===== config.mk =====
export PLATFORM = sky130hd
export DESIGN_NAME = prog_counter
export DESIGN_NICKNAME = d
export VERILOG_FILES = /design/src/rtl/prog_counter_pkg.sv /design/src/rtl/pc_ctrl_decode.sv /design/src/rtl/pc_next_path.sv /design/src/rtl/pc_state_reg.sv /design/src/rtl/prog_counter.sv
export SDC_FILE = /design/constraint.sdc
export NUM_CORES = 1
export LEC_CHECK = 0
export ABC_AREA = 1
export CAP_MARGIN = 10
export CELL_PAD_IN_SITES_DETAIL_PLACEMENT = 0
export CELL_PAD_IN_SITES_GLOBAL_PLACEMENT = 1
export CORE_MARGIN = 4
export CORE_UTILIZATION = 29
export DETAILED_ROUTE_END_ITERATION = 10
export PLACE_DENSITY_LB_ADDON = 0.1
export SYNTH_ARGS = -nofsm -noshare
export SYNTH_HDL_FRONTEND = slang
export SYNTH_SLANG_ARGS = --single-unit

===== constraint.sdc =====
create_clock -name clk_i -period 1.5 [get_ports clk_i]
set_input_delay 0.15 -clock clk_i [delete_from_list [all_inputs] [get_ports clk_i]]
set_output_delay 0.15 -clock clk_i [all_outputs]
set_load 0.005 [all_outputs]

===== src/rtl/prog_counter_pkg.sv =====
package prog_counter_pkg;

    // Action chosen for the coming edge, in order of increasing priority.
    typedef enum logic [1:0] {
        ACT_KEEP  = 2'd0,
        ACT_STEP  = 2'd1,
        ACT_LOAD  = 2'd2,
        ACT_CLEAR = 2'd3
    } pc_act_e;

    typedef struct packed {
        logic clr;
        logic ld;
        logic step;
    } pc_ctrl_t;

    // Fixed priority: clear over load over step.
    function automatic pc_act_e pick_action(input pc_ctrl_t c);
        if (c.clr)       return ACT_CLEAR;
        else if (c.ld)   return ACT_LOAD;
        else if (c.step) return ACT_STEP;
        else             return ACT_KEEP;
    endfunction

    function automatic logic any_request(input pc_ctrl_t c);
        return c.clr | c.ld | c.step;
    endfunction

endpackage


===== src/rtl/pc_ctrl_decode.sv =====
module pc_ctrl_decode
    import prog_counter_pkg::*;
(
    input  pc_ctrl_t ctrl_i,
    output pc_act_e  act_o,
    output logic     wr_en_o
);

    always_comb begin
        act_o   = pick_action(ctrl_i);
        wr_en_o = any_request(ctrl_i);
    end

endmodule


===== src/rtl/pc_next_path.sv =====
module pc_next_path #(
    parameter int WIDTH = 16
) (
    input  logic [WIDTH-1:0] cur_i,
    input  logic [WIDTH-1:0] din_i,
    input  logic             ld_sel_i,
    input  logic             clr_sel_i,
    output logic [WIDTH-1:0] next_o
);

    localparam logic [WIDTH-1:0] ONE  = {{(WIDTH-1){1'b0}}, 1'b1};
    localparam logic [WIDTH-1:0] ZERO = '0;

    logic [WIDTH-1:0] bumped;
    logic [WIDTH-1:0] after_ld;

    // Incrementer, then load mux, then clear mux; the carry out is dropped.
    always_comb begin
        bumped   = cur_i + ONE;
        after_ld = ld_sel_i  ? din_i : bumped;
        next_o   = clr_sel_i ? ZERO  : after_ld;
    end

endmodule


===== src/rtl/pc_state_reg.sv =====
module pc_state_reg #(
    parameter int WIDTH = 16
) (
    input  logic             clk_i,
    input  logic             wr_en_i,
    input  logic [WIDTH-1:0] d_i,
    output logic [WIDTH-1:0] q_o
);

    logic [WIDTH-1:0] q_r = '0;

    always_ff @(posedge clk_i) begin
        if (wr_en_i) q_r <= d_i;
    end

    assign q_o = q_r;

endmodule


===== src/rtl/prog_counter.sv =====
module prog_counter
    import prog_counter_pkg::*;
#(
    parameter int WIDTH = 16
) (
    input  logic             clk_i,
    input  logic             clr_i,
    input  logic             ld_i,
    input  logic             step_i,
    input  logic [WIDTH-1:0] din_i,
    output logic [WIDTH-1:0] count_o
);

    pc_ctrl_t         ctrl;
    pc_act_e          act;
    logic             wr_en;
    logic [WIDTH-1:0] cur;
    logic [WIDTH-1:0] nxt;

    assign ctrl = '{clr: clr_i, ld: ld_i, step: step_i};

    pc_ctrl_decode u_dec (
        .ctrl_i  (ctrl),
        .act_o   (act),
        .wr_en_o (wr_en)
    );

    pc_next_path #(.WIDTH(WIDTH)) u_next (
        .cur_i     (cur),
        .din_i     (din_i),
        .ld_sel_i  (act == ACT_LOAD),
        .clr_sel_i (act == ACT_CLEAR),
        .next_o    (nxt)
    );

    pc_state_reg #(.WIDTH(WIDTH)) u_reg (
        .clk_i   (clk_i),
        .wr_en_i (wr_en),
        .d_i     (nxt),
        .q_o     (cur)
    );

    assign count_o = cur;

endmodule


==> metrics <==
worst hold path type=in -> reg; final period utilization=0.968; WL/cell=12.4 µm; Cell Area, Synth=0.00115 mm²; number of setup violations in the final report=0; full die area=0.00505 mm²; Total GRT Usage=0.135; Max Slew Vio Count=0; Tot Pwr=1260 µW; Crit Path Class=reg -> out; post-synthesis average cell area=7.39 µm²; H-tree Lvls=1; Core Footprint=0.00374 mm²; DRT Pass-1 Iters=4; Clock Latency Late Sink=0.25 ns; commonest cells after routing, fill and taps aside=clkdlybuf4s50_1 (35), nor2_1 (34), nand2_1 (30); Mapped Cells=156; post-DR vias/cell=4.46; Worst slew margin=0.837; maximum clock path buffer count=2; number of buffers added on ports=35; Post-DP HPWL=2510 µm; largest net degree at the start of global routing=12; ANT nets after route=0; Ys Warns=0; PD cells=728 mW/mm²; # diodes=0; grt total ovfl=0; synth unique cells=24; Layout Nets=228; die width=71.1 µm; num ports=36; DR iter-0 viols=79; sequential share of the synthesized area=0.416; routability cong.=0.807; pre-CTS setup slack=-0.0146 ns; share of post-route cells with drive strength above 1=0.171; Root Driver=clkbuf_8; f_max=689 MHz; antenna violations before repair=0; Pleak=0.000767 µW; Synth Net Count=177; first-pass GRT wire length=5410 µm; top fanout value on the critical path=3; RSZ-0062 raised after global routing=yes; Area Growth Syn to Fin=49.5%; commonest non-fill, non-tap cell in the layout=clkdlybuf4s50_1; startpoint types=register; Initial Util=0.308; vias post-DR=1129; final wirelength=3140 µm; fin crit period=1.45 ns; Critical Path AT=1.30 ns; Rows=22; final setup margin=0.0482 ns; TritonCTS Buffers=3; drt drc=0; status=completed; Hold Violations, Final=0; Worst Tran Pin Value=0.244 ns; #FFs+latches synth=16; vias in the first global route=1158; crit end category=output port; CTS tree=built; Clock transition at path regs=0.07 ns; clock tree sinks=16; total of max-cap violations=0; CP required=1.35 ns; clk_skew=0.00190 ns; max reg flops=16; IR Drop Worst-Case VDD=0.243 mV; Die H=71.1 µm
## where the power goes
part	switching [µW]	internal (µW)	total, µW
Combinational	130	192	322
Clock	153	178	331
Sequential	57.9	544	602
## logic make-up (layout without fill, tap and decap cells)
| family | after synthesis | count (layout) | share of synthesized area |
|---|---|---|---|
| AND/OR/NAND/NOR | 89 | 89 | 0.346 |
| buffers and inverters | 28 | 77 | 0.101 |
| AO/OA/AOI/OAI | 16 | 16 | 0.0803 |
| flip-flops | 16 | 16 | 0.416 |
| XOR/XNOR | 6 | 6 | 0.0456 |
| adder cells (fa/ha/maj) | 1 | 1 | 0.0108 |
## cells in the mapped netlist
cell       n  area (µm²)
inv_1     22        82.6
nor2_4     2        22.5
nand4_1    3        18.8
clkbuf_8   1        13.8
o21ai_0    6        30.0
edfxtp_1  16         480
o21bai_2   1        11.3
clkbuf_1   1        3.75
ha_1       1        12.5
nand2_1   31         116
nand3_2    2        20.0
nand2_2    4        25.0
o21ai_1    4        20.0
o221ai_1   1        8.76
nand3_1    9        45.0
xor2_1     5        43.8
xnor2_1    1        8.76
buf_2      1        5.00
a21oi_1    3        15.0
inv_2      3        11.3
nand3b_1   1        7.51
nor2_1    35         131
a211oi_1   1        7.51
nor2_2     2        12.5
## metal layers
metal	up-vias	global-route usage	routed length [µm]
met1	499	0.182	1450
met2	31	0.211	1490
met3	4	0.0284	159
met5	-	0	0
met4	0	0.0501	40
li1	595	-	-
## stage by stage
step | area (µm²) | setup TNS (ns) | hold slack, ns | instances | util
after floorplan | 1150 | 0 | 0.356 | 156 | -
after global placement | 1620 | 0 | 0.677 | 247 | 0.434
after detailed placement | 1620 | -0.0146 | 0.677 | 247 | 0.434
after CTS | 1670 | 0 | 0.591 | 250 | 0.445
after global routing | 1720 | -0.0902 | 0.639 | 253 | 0.461
final | 1720 | 0 | 0.594 | 253 | 0.461
## area by class of cell
type | instances | area [µm²]
well taps | 48 | 60.1
inverters | 25 | 93.8
flip-flops and latches | 16 | 480
repair buffers | 49 | 463
fillers | 403 | 2020
multi-input cells | 112 | 586
clock buffers | 3 | 41.3
## worst max-delay path, cell delays in order, from the launching register on
cell and delay [ns]:
edfxtp_1 0.45, buf_6 0.16, clkdlybuf4s50_1 0.44
## path summary, 6_finish.rpt
path	start	slack, ns	depth (start not counted)	to
hold / removal	din_i[1]	0.59	3	u_reg.q_o[1]
setup reg to reg	u_reg.q_o[1]	0.07	8	u_reg.q_o[12]
setup / recovery	u_reg.q_o[1]	0.05	2	count_o[1]
hold reg to reg	u_reg.q_o[15]	0.69	4	u_reg.q_o[15]
## what timing repair did
item	4_1_cts	5_1_grt
buffers inserted	0	3
setup endpoints to repair	0	5
resized for setup	0	8
endpoints found under the hold margin	0	0
hold buffers	0	0
Power figures use the tool's default switching activity.
